==> config.mk <==
export PLATFORM = sky130hd
export DESIGN_NAME = csio_unit
export DESIGN_NICKNAME = d
export VERILOG_FILES = /design/src/rtl/csio_pkg.sv /design/src/rtl/csio_sync.sv /design/src/rtl/csio_regs.sv /design/src/rtl/csio_clkgen.sv /design/src/rtl/csio_engine.sv /design/src/rtl/csio_rxbuf.sv /design/src/rtl/csio_unit.sv
export SDC_FILE = /design/constraint.sdc
export NUM_CORES = 1
export LEC_CHECK = 0
export BUFFER_PORTS_ARGS = -buffer_cell sky130_fd_sc_hd__buf_2
export CELL_PAD_IN_SITES_DETAIL_PLACEMENT = 1
export CELL_PAD_IN_SITES_GLOBAL_PLACEMENT = 2
export CORE_AREA = 2 2 101 103
export DETAILED_ROUTE_END_ITERATION = 8
export DIE_AREA = 0 0 103 105
export PLACE_DENSITY_LB_ADDON = 0.3
export SLEW_MARGIN = 30
export SYNTH_ARGS = -nofsm -noshare
export SYNTH_HDL_FRONTEND = slang
export SYNTH_SLANG_ARGS = --single-unit
==> constraint.sdc <==
create_clock -name clk -period 2.7 [get_ports clk]
set_clock_uncertainty 0.2 [all_clocks]
set_input_delay 0.135 -clock clk [delete_from_list [all_inputs] [get_ports clk]]
set_output_delay 0.135 -clock clk [all_outputs]
set_load 0.005 [all_outputs]
==> src/rtl/csio_pkg.sv <==
package csio_pkg;

    typedef enum logic [2:0] {
        ST_IDLE,
        ST_LOAD,
        ST_LEAD,
        ST_TRAIL,
        ST_DONE
    } state_t;

    typedef enum logic [1:0] {
        FC_NONE = 2'd0,
        FC_CTS  = 2'd1,
        FC_RTS  = 2'd2,
        FC_OFF  = 2'd3
    } flow_t;

    typedef struct packed {
        flow_t      flow;
        logic [1:0] presc;
        logic       pol;
        logic       ext;
        logic       rx_en;
        logic       tx_en;
    } ctrl_t;

    localparam logic [1:0] A_DATA = 2'd0;
    localparam logic [1:0] A_CTRL = 2'd1;
    localparam logic [1:0] A_DIV  = 2'd2;
    localparam logic [1:0] A_MISC = 2'd3;

endpackage

==> src/rtl/csio_sync.sv <==
module csio_sync #(
    parameter int W      = 1,
    parameter int STAGES = 2
) (
    input  logic         clk,
    input  logic         rst_n,
    input  logic [W-1:0] d,
    output logic [W-1:0] q
);
    logic [W-1:0] chain [STAGES];

    for (genvar g = 0; g < STAGES; g++) begin : g_stage
        if (g == 0) begin : g_first
            always_ff @(posedge clk or negedge rst_n) begin
                if (!rst_n) chain[g] <= '0;
                else        chain[g] <= d;
            end
        end else begin : g_next
            always_ff @(posedge clk or negedge rst_n) begin
                if (!rst_n) chain[g] <= '0;
                else        chain[g] <= chain[g-1];
            end
        end
    end

    assign q = chain[STAGES-1];
endmodule

==> src/rtl/csio_regs.sv <==
module csio_regs
    import csio_pkg::*;
#(
    parameter int DW    = 8,
    parameter int DIV_W = 8
) (
    input  logic             clk,
    input  logic             rst_n,
    input  logic [1:0]       bus_addr,
    input  logic             bus_wr,
    input  logic [DW-1:0]    bus_wdata,
    input  logic             load,
    output ctrl_t            ctrl,
    output logic [DIV_W-1:0] div_n,
    output logic             irq_sel,
    output logic [DW-1:0]    tx_buf,
    output logic             tx_full
);
    always_ff @(posedge clk or negedge rst_n) begin
        if (!rst_n) begin
            ctrl    <= '0;
            div_n   <= '0;
            irq_sel <= 1'b0;
        end else if (bus_wr) begin
            unique case (bus_addr)
                A_CTRL:  ctrl    <= ctrl_t'(bus_wdata[7:0]);
                A_DIV:   div_n   <= bus_wdata[DIV_W-1:0];
                A_MISC:  irq_sel <= bus_wdata[0];
                default: ;
            endcase
        end
    end

    always_ff @(posedge clk or negedge rst_n) begin
        if (!rst_n) begin
            tx_buf  <= '0;
            tx_full <= 1'b0;
        end else if (bus_wr && bus_addr == A_DATA) begin
            tx_buf  <= bus_wdata;
            tx_full <= 1'b1;
        end else if (load) begin
            tx_full <= 1'b0;
        end
    end
endmodule

==> src/rtl/csio_clkgen.sv <==
module csio_clkgen #(
    parameter int DIV_W   = 8,
    parameter int PRE_MID = 8,
    parameter int PRE_MAX = 32
) (
    input  logic             clk,
    input  logic             rst_n,
    input  logic             run,
    input  logic [1:0]       presc,
    input  logic [DIV_W-1:0] div_n,
    output logic             tick
);
    localparam int PW = $clog2(PRE_MAX);

    logic [PW-1:0]    pre_cnt;
    logic [PW-1:0]    pre_lim;
    logic [DIV_W-1:0] div_cnt;
    logic             pre_wrap;

    always_comb begin
        unique case (presc)
            2'd0:    pre_lim = '0;
            2'd1:    pre_lim = PW'(PRE_MID - 1);
            default: pre_lim = PW'(PRE_MAX - 1);
        endcase
    end

    assign pre_wrap = (pre_cnt == pre_lim);

    always_ff @(posedge clk or negedge rst_n) begin
        if (!rst_n) begin
            pre_cnt <= '0;
            div_cnt <= '0;
        end else if (!run) begin
            pre_cnt <= '0;
            div_cnt <= '0;
        end else if (pre_wrap) begin
            pre_cnt <= '0;
            div_cnt <= (div_cnt == div_n) ? '0 : div_cnt + 1'b1;
        end else begin
            pre_cnt <= pre_cnt + 1'b1;
        end
    end

    assign tick = run && pre_wrap && (div_cnt == div_n);
endmodule

==> src/rtl/csio_engine.sv <==
module csio_engine
    import csio_pkg::*;
#(
    parameter int DW = 8
) (
    input  logic          clk,
    input  logic          rst_n,
    input  ctrl_t         ctrl,
    input  logic          irq_sel,
    input  logic          tx_full,
    input  logic [DW-1:0] tx_buf,
    input  logic          tick,
    input  logic          sck_s,
    input  logic          rxd_s,
    input  logic          cts_s,
    output state_t        st,
    output logic          load,
    output logic          store,
    output logic [DW-1:0] store_data,
    output logic          run,
    output logic          sck_int,
    output logic          txd,
    output logic          tx_irq
);
    localparam int CW = $clog2(DW);

    state_t        nxt;
    logic [DW-1:0] sh;
    logic [CW-1:0] bit_cnt;
    logic          rx_act;
    logic          sck_q;
    logic          idle_lvl;
    logic          cts_ok;
    logic          ext_ok;
    logic          start;
    logic          lead_ev;
    logic          trail_ev;

    assign idle_lvl = ~ctrl.pol;
    assign cts_ok   = (ctrl.flow != FC_CTS) || !cts_s;
    assign ext_ok   = !ctrl.ext || (sck_s == idle_lvl);
    assign start    = ctrl.tx_en && tx_full && cts_ok && ext_ok;
    assign lead_ev  = ctrl.ext ? (sck_q == idle_lvl && sck_s != idle_lvl) : tick;
    assign trail_ev = ctrl.ext ? (sck_q != idle_lvl && sck_s == idle_lvl) : tick;

    always_comb begin
        nxt = st;
        unique case (st)
            ST_IDLE:  if (start) nxt = ST_LOAD;
            ST_LOAD:  nxt = ST_LEAD;
            ST_LEAD:  if (lead_ev) nxt = ST_TRAIL;
            ST_TRAIL: if (trail_ev) nxt = (bit_cnt == CW'(DW - 1)) ? ST_DONE : ST_LEAD;
            ST_DONE:  nxt = ST_IDLE;
            default:  nxt = ST_IDLE;
        endcase
    end

    always_ff @(posedge clk or negedge rst_n) begin
        if (!rst_n) st <= ST_IDLE;
        else        st <= nxt;
    end

    always_ff @(posedge clk or negedge rst_n) begin
        if (!rst_n) begin
            sh      <= '0;
            bit_cnt <= '0;
            rx_act  <= 1'b0;
            sck_int <= 1'b1;
            sck_q   <= 1'b0;
            txd     <= 1'b1;
            tx_irq  <= 1'b0;
        end else begin
            sck_q  <= sck_s;
            tx_irq <= 1'b0;
            unique case (st)
                ST_IDLE: sck_int <= idle_lvl;
                ST_LOAD: begin
                    sh      <= tx_buf;
                    bit_cnt <= '0;
                    rx_act  <= ctrl.rx_en;
                    tx_irq  <= !irq_sel;
                end
                ST_LEAD: if (lead_ev) begin
                    sck_int <= ~idle_lvl;
                    txd     <= sh[0];
                end
                ST_TRAIL: if (trail_ev) begin
                    sck_int <= idle_lvl;
                    sh      <= {rxd_s, sh[DW-1:1]};
                    bit_cnt <= bit_cnt + 1'b1;
                end
                ST_DONE: tx_irq <= irq_sel;
                default: ;
            endcase
        end
    end

    assign load       = (st == ST_LOAD);
    assign store      = (st == ST_DONE) && rx_act;
    assign store_data = sh;
    assign run        = !ctrl.ext && (st == ST_LEAD || st == ST_TRAIL);
endmodule

==> src/rtl/csio_rxbuf.sv <==
module csio_rxbuf #(
    parameter int DW = 8
) (
    input  logic          clk,
    input  logic          rst_n,
    input  logic          store,
    input  logic [DW-1:0] store_data,
    input  logic          pop,
    input  logic          rx_en,
    output logic [DW-1:0] rx_buf,
    output logic          rx_full,
    output logic          overrun,
    output logic          rx_irq
);
    always_ff @(posedge clk or negedge rst_n) begin
        if (!rst_n) begin
            rx_buf  <= '0;
            rx_full <= 1'b0;
            overrun <= 1'b0;
            rx_irq  <= 1'b0;
        end else begin
            rx_irq <= 1'b0;
            if (store) begin
                rx_buf <= store_data;
                if (rx_full && !pop) begin
                    overrun <= 1'b1;
                end else begin
                    rx_full <= 1'b1;
                    rx_irq  <= 1'b1;
                end
            end else if (pop) begin
                rx_full <= 1'b0;
            end
            if (!rx_en) overrun <= 1'b0;
        end
    end
endmodule

==> src/rtl/csio_unit.sv <==
module csio_unit
    import csio_pkg::*;
#(
    parameter int DW      = 8,
    parameter int DIV_W   = 8,
    parameter int PRE_MID = 8,
    parameter int PRE_MAX = 32,
    parameter int SYNC_N  = 2
) (
    input  logic          clk,
    input  logic          rst_n,
    input  logic [1:0]    bus_addr,
    input  logic          bus_wr,
    input  logic [DW-1:0] bus_wdata,
    input  logic          bus_rd,
    output logic [DW-1:0] bus_rdata,
    input  logic          sck_in,
    output logic          sck_out,
    output logic          sck_oe,
    output logic          txd,
    input  logic          rxd,
    input  logic          cts_n,
    output logic          rts_n,
    output logic          tx_irq,
    output logic          rx_irq
);
    ctrl_t            ctrl;
    logic [DIV_W-1:0] div_n;
    logic             irq_sel;
    logic [DW-1:0]    tx_buf;
    logic             tx_full;
    logic             load;
    logic             store;
    logic [DW-1:0]    store_data;
    logic             run;
    logic             tick;
    logic             sck_int;
    state_t           st;
    logic [2:0]       pins_s;
    logic [DW-1:0]    rx_buf;
    logic             rx_full;
    logic             overrun;
    logic             pop;

    assign pop = bus_rd && (bus_addr == A_DATA);

    csio_regs #(.DW(DW), .DIV_W(DIV_W)) i_regs (
        .clk(clk), .rst_n(rst_n), .bus_addr(bus_addr), .bus_wr(bus_wr),
        .bus_wdata(bus_wdata), .load(load), .ctrl(ctrl), .div_n(div_n),
        .irq_sel(irq_sel), .tx_buf(tx_buf), .tx_full(tx_full)
    );

    csio_sync #(.W(3), .STAGES(SYNC_N)) i_sync (
        .clk(clk), .rst_n(rst_n), .d({cts_n, rxd, sck_in}), .q(pins_s)
    );

    csio_clkgen #(.DIV_W(DIV_W), .PRE_MID(PRE_MID), .PRE_MAX(PRE_MAX)) i_clkgen (
        .clk(clk), .rst_n(rst_n), .run(run), .presc(ctrl.presc),
        .div_n(div_n), .tick(tick)
    );

    csio_engine #(.DW(DW)) i_engine (
        .clk(clk), .rst_n(rst_n), .ctrl(ctrl), .irq_sel(irq_sel),
        .tx_full(tx_full), .tx_buf(tx_buf), .tick(tick),
        .sck_s(pins_s[0]), .rxd_s(pins_s[1]), .cts_s(pins_s[2]),
        .st(st), .load(load), .store(store), .store_data(store_data),
        .run(run), .sck_int(sck_int), .txd(txd), .tx_irq(tx_irq)
    );

    csio_rxbuf #(.DW(DW)) i_rxbuf (
        .clk(clk), .rst_n(rst_n), .store(store), .store_data(store_data),
        .pop(pop), .rx_en(ctrl.rx_en), .rx_buf(rx_buf), .rx_full(rx_full),
        .overrun(overrun), .rx_irq(rx_irq)
    );

    assign sck_out = sck_int;
    assign sck_oe  = !ctrl.ext;
    assign rts_n   = !(ctrl.flow == FC_RTS && ctrl.rx_en && !rx_full);

    always_comb begin
        unique case (bus_addr)
            A_DATA:  bus_rdata = rx_buf;
            A_CTRL:  bus_rdata = DW'(ctrl);
            A_DIV:   bus_rdata = DW'(div_n);
            default: bus_rdata = DW'({irq_sel, overrun, rx_full, (st != ST_IDLE), !tx_full});
        endcase
    end
endmodule

Word level (Yosys, flattened, before mapping)
Cells that the tools add are included.
- mux-type cells: 32
- equal/unequal tests: 24
- reduce and logical (&&, ||, !) cells: 41
- add/sub/neg operators: 3
- bitwise operators: 1
- operators by type and width (kind ; count):
    8-bit 2-to-1 mux ; 4
    8-bit case mux with 3 select lines ; 1
    8-bit case mux with 2 select lines ; 1
    3-bit 2-to-1 mux ; 5
    1-bit logical AND ; 14
    1-bit 2-to-1 mux ; 14
    2-bit AND reduction ; 7
    2-bit by 1-bit != test with 1-bit output (second input constant) ; 6
    3-bit case mux with 4 select lines ; 1
    5-bit 2-to-1 mux ; 2
    5-bit case mux with 2 select lines ; 1
    8-bit by 1-bit adder with 8-bit output (second input constant) ; 1
    8-bit equality test ; 1
    1-bit zero test ; 7
    2-bit equality test (second input constant) ; 3
    3-bit by 2-bit equality test with 1-bit output (second input constant) ; 2
    3-bit equality test (second input constant) ; 2
    3-bit case mux with 2 select lines ; 1
    3-bit AND reduction ; 2
    2-bit nonzero test ; 3
    3-bit nonzero test ; 2
    5-bit by 1-bit adder with 5-bit output (second input constant) ; 1
    5-bit equality test ; 1
    2-bit by 1-bit equality test with 1-bit output (second input constant) ; 2
    other kinds (11) ; 17
- output and inout port bits: 14
- flip-flop bits (word level): 75

Longest topological paths before layout
- depth after elaboration: 8
- depth in mapped cells: 8

By module
Synthesis repeated with hierarchy kept, for this count alone.
- cells, all modules: 323
- area total of the unflattened synthesis: 3857.4 µm²
- modules (own cells, without submodules) (module ; times used ; cells an instance ; area an instance (µm²)):
    csio_engine ; 1 ; 120 ; 1177.4
    csio_regs ; 1 ; 57 ; 991.0
    csio_clkgen ; 1 ; 90 ; 847.1
    csio_rxbuf ; 1 ; 26 ; 434.2
    csio_unit ; 1 ; 21 ; 235.2
    csio_sync ; 1 ; 9 ; 172.7

Least setup slack after synthesis
Ideal clock, no wire load.
- path kind: reg2reg
- start point: register, netlist name i_regs.ctrl[2]
- end point: register i_engine.txd
- required time: 2.415 ns
- arrival time: 2.052 ns
- stages on the path, launching flop included: 8
- buffers on the path: 2
- path slack: 0.364 ns
- cell sequence: dfrtp_1 > buf_6 > or3b_1 > buf_6 > nor3_4 > o211ai_4 > a2111oi_2 > mux2_1
- word-level cells in the longest chain between the ends: 6
- ends and longest elaborated chain (what ; line ; source):
    1-bit zero test ; csio_engine.sv:101 ; assign run = !ctrl.ext && (st == ST_LEAD || st == ST_TRAIL);
    1-bit logical AND ; csio_engine.sv:101 ;
    1-bit logical AND (2 in a row) ; csio_clkgen.sv:45 ; assign tick = run && pre_wrap && (div_cnt == div_n);
    1-bit 2-to-1 mux * ; csio_engine.sv:43 ; assign lead_ev = ctrl.ext ? (sck_q == idle_lvl && sck_s != idle_lvl) : tick;
    2-bit AND reduction (no source line) * ; n/a ;
    end signal, assigned ; csio_engine.sv:85 ; txd <= sh[0];
    end, declared ; csio_engine.sv:22 ; output logic txd,
Every way passes the cells marked *; elsewhere a longest branch is shown, timed or not.
A chain may end at the register's enable or synchronous reset.

Final worst setup path
- start point: register, netlist name i_regs.ctrl[4]
- end point: register i_engine.txd
- word-level cells in the longest chain between the ends: 7
- ends and longest elaborated chain (what ; line ; source):
    2-bit by 1-bit equality test with 1-bit output or 2-bit zero test (tied branches) ; csio_clkgen.sv:21 ; unique case (presc)
    5-bit case mux with 2 select lines * ; csio_clkgen.sv:21 ;
    5-bit equality test * ; csio_clkgen.sv:28 ; assign pre_wrap = (pre_cnt == pre_lim);
    1-bit logical AND * (2 in a row) ; csio_clkgen.sv:45 ;
    1-bit 2-to-1 mux * ; csio_engine.sv:43 ;
    2-bit AND reduction (no source line) * ; n/a ;
Marked as above.

==> impl_results.md <==
* Outcome: completed
* FMAX at 0.413 GHz
* Initial antenna violation count at 0
* Max IR drop VDD at approximately 0.33 mV
* Vias in the first global route at approximately 2900
* Final Cycle Share at 0.896
* Htree depth at 3
* Worst Hold Class: input pin to asynchronous set/reset pin
* CTS tree: yes
* PnR worst setup slack at 280 ps
* Port-buffer cells at 30
* Leak at approximately 2.1 nW
* CP Data Required Time at 2780 ps
* First-pass iteration count of the detailed router at 4
* Pin count of the biggest net entering global routing at 46
* CP Class: register to register
* Avg Cell Area, Syn at approximately 12 um2
* Proportion of synthesized chip area in sequential cells at 0.495
* GRT Total Usage at 0.199
* Setup TNS at 0 ps
* Yosys top cell area share at 0.481
* Final Critical Period at about 2400 ps
* P per Cell Area at 802 mW/mm2
* Startpoint Class: register
* Critical Path AT at around 2500 ps
* Post-synth top cells: 73 x dfrtp_1, 34 x mux2_2, 23 x nor2_1
* Layout cells sized above 1 at 0.290
* Number of synthesized flops with an enable pin at 0
* Area leader, netlist: dfrtp_1
* CTS clock-pin slew for the worst setup and hold paths at 80 ps
* Die ar. at roughly 0.011 mm2
* Final Net Count at approximately 400
* Max-slew headroom at 0.599
* YS warnings at 0
* Synth cell types at 64
* Detailed Route WL at between 9000 and 10000 um
* First-pass GRT wire length at ~16000 um
* Top_reg_cell synth: dfrtp_1
* CP Capture Type: register
* RSZ-0062 raised after global routing: false
* # clock sinks at 75
* Clock buffer depth at 2
* Wire per inst at about 19 um
* Hold slack at 66.7 ps
* Design Power at between 3 and 4 mW
* Worst Path Max Fanout at 7
* Area grow syn2layout at 19.6%
* Slew @ Worst Pin at approximately 600 ps
* Critical R2R Launch: i_regs.ctrl[4]
* Die X-Extent at just over 100 um
* Pre-CTS setup slack at 288 ps
* Post-DP HPWL at approximately 7100 um
* # fillers at between 1000 and 1500
* FFs w/ async S/R, synth at 1.00
* Core ar. at just under 0.01 mm2
* Die height at 105 um
* Num rows at 36
* Initial drt markers at 130
* Worst R2R Path Depth at 5
* Post-Layout Cell Count at 519
* Crit path from: i_regs.ctrl[4]
* Placer Congestion at roughly 0.77
* Initial core utilization at 0.394
* Synthesized net count at between 300 and 400
* CTS root buf: clkbuf_8
* Vias per inst at 5.29
* Post-Place Cells at around 490
* Max-slew violation count at 0
* Maxcap violations at 0
* Grt total ovfl at 0
* Final hold violation count at 0
* Worst-skew pair later-pin latency at between 300 and 400 ps
* Final setup vio count at 0
* Inserted Clock Buffers at 9
* Antenna-violating nets left at 0
* IO Count at 31
* N_diodes at 0
* Post-Synthesis Cells at 330
* Synth top area cells: dfrtp_1 48%, mux2_2 10%, xor2_1 3.5%
* Mapped cell area at between 0.003 and 0.004 mm2
* Synth Register Bits at 75
* Drt drc at 0
* Via count at approximately 2700
* Most numerous cell in the Yosys netlist: dfrtp_1
-- placed cells by master (no fill, tap or decap), types with 3 or more instances in the layout --
cell type	count
or3_1	4
nor2_1	23
bufinv_16	4
nand3_1	7
o22ai_1	8
a211o_1	7
xor2_1	15
clkbuf_8	9
and3_1	5
dlygate4sd3_1	14
nand2_1	20
ha_1	4
o21ai_0	16
mux2i_1	8
mux4_2	4
a21oi_1	13
o31ai_1	6
buf_4	10
nor2b_1	3
inv_1	16
dfrtp_1	73
mux2_2	34
buf_2	29
-- critical path: stages (launching register included) --
cell       delay (ps)
dfrtp_1           410
or4_4             570
a211oi_4          340
o211ai_4          160
a2111oi_2         330
mux2_1            350
-- layout make-up --
class,instances,area [um2],area share
Tap cell,133,166,0.0366
Inverter,16,60.1,0.0132
Sequential cell,75,1880,0.414
Timing Repair Buffer,54,388,0.0854
Multi-Input combinational cell,225,1780,0.393
Clock inverter,6,138,0.0303
Clock buffer,10,128,0.0281
-- state kept, by name (all words and copies together) (netlist names), 3 cells and up --
signal and count:
i_clkgen.div_cnt 8, i_clkgen.pre_cnt 5, i_engine.bit_cnt 3, i_engine.st 3
i_engine.store_data 8, i_regs.ctrl 8, i_regs.div_n 8, i_regs.tx_buf 8
i_rxbuf.rx_buf 8, i_sync.chain 3, i_sync.q 3
-- timing repair --
action	CTS	global route
hold endpoints to repair	104	0
setup buffers	0	0
gates resized for setup	0	0
hold buffers	14	0
-- cell families after synthesis --
kind of cell,Yosys count,synth area share
flip-flops,75,0.495
multiplexers,48,0.155
adder cells (fa/ha/maj),4,0.0132
buffers and inverters,30,0.0359
XOR/XNOR,17,0.0392
AND/OR/NAND/NOR,88,0.132
AO/OA/AOI/OAI,68,0.130
-- worst paths after layout --
| path | to | slack (ps) |
|---|---|---|
| setup / recovery | i_engine.txd | 280 |
| hold / removal | i_clkgen.div_cnt[5] | 70 |
| setup reg to reg | i_engine.txd | 280 |
| hold reg to reg | i_sync.q[0] | 160 |
| max in group asynchronous | i_regs.div_n[3] | 1660 |
| min in group clk | i_regs.irq_sel | 110 |
-- power breakdown --
part           switching, mW  internal [mW]  total, mW
registers              0.188           1.32       1.51
logic                  0.530          0.444      0.974
clock network          0.449          0.712       1.16
-- per-layer routing --
layer  share of wire  GRT usage
met5               0          0
met4           0.016     0.0555
met1            0.48      0.280
met3           0.025     0.0401
met2            0.48      0.310
-- through the flow --
stage               area, um2   util
finish                   4540  0.471
global route             4540  0.471
CTS                      4540  0.471
detailed placement       4140  0.429
global placement         4110  0.426
floorplan                3800      -
Power figures use the tool's default switching activity.
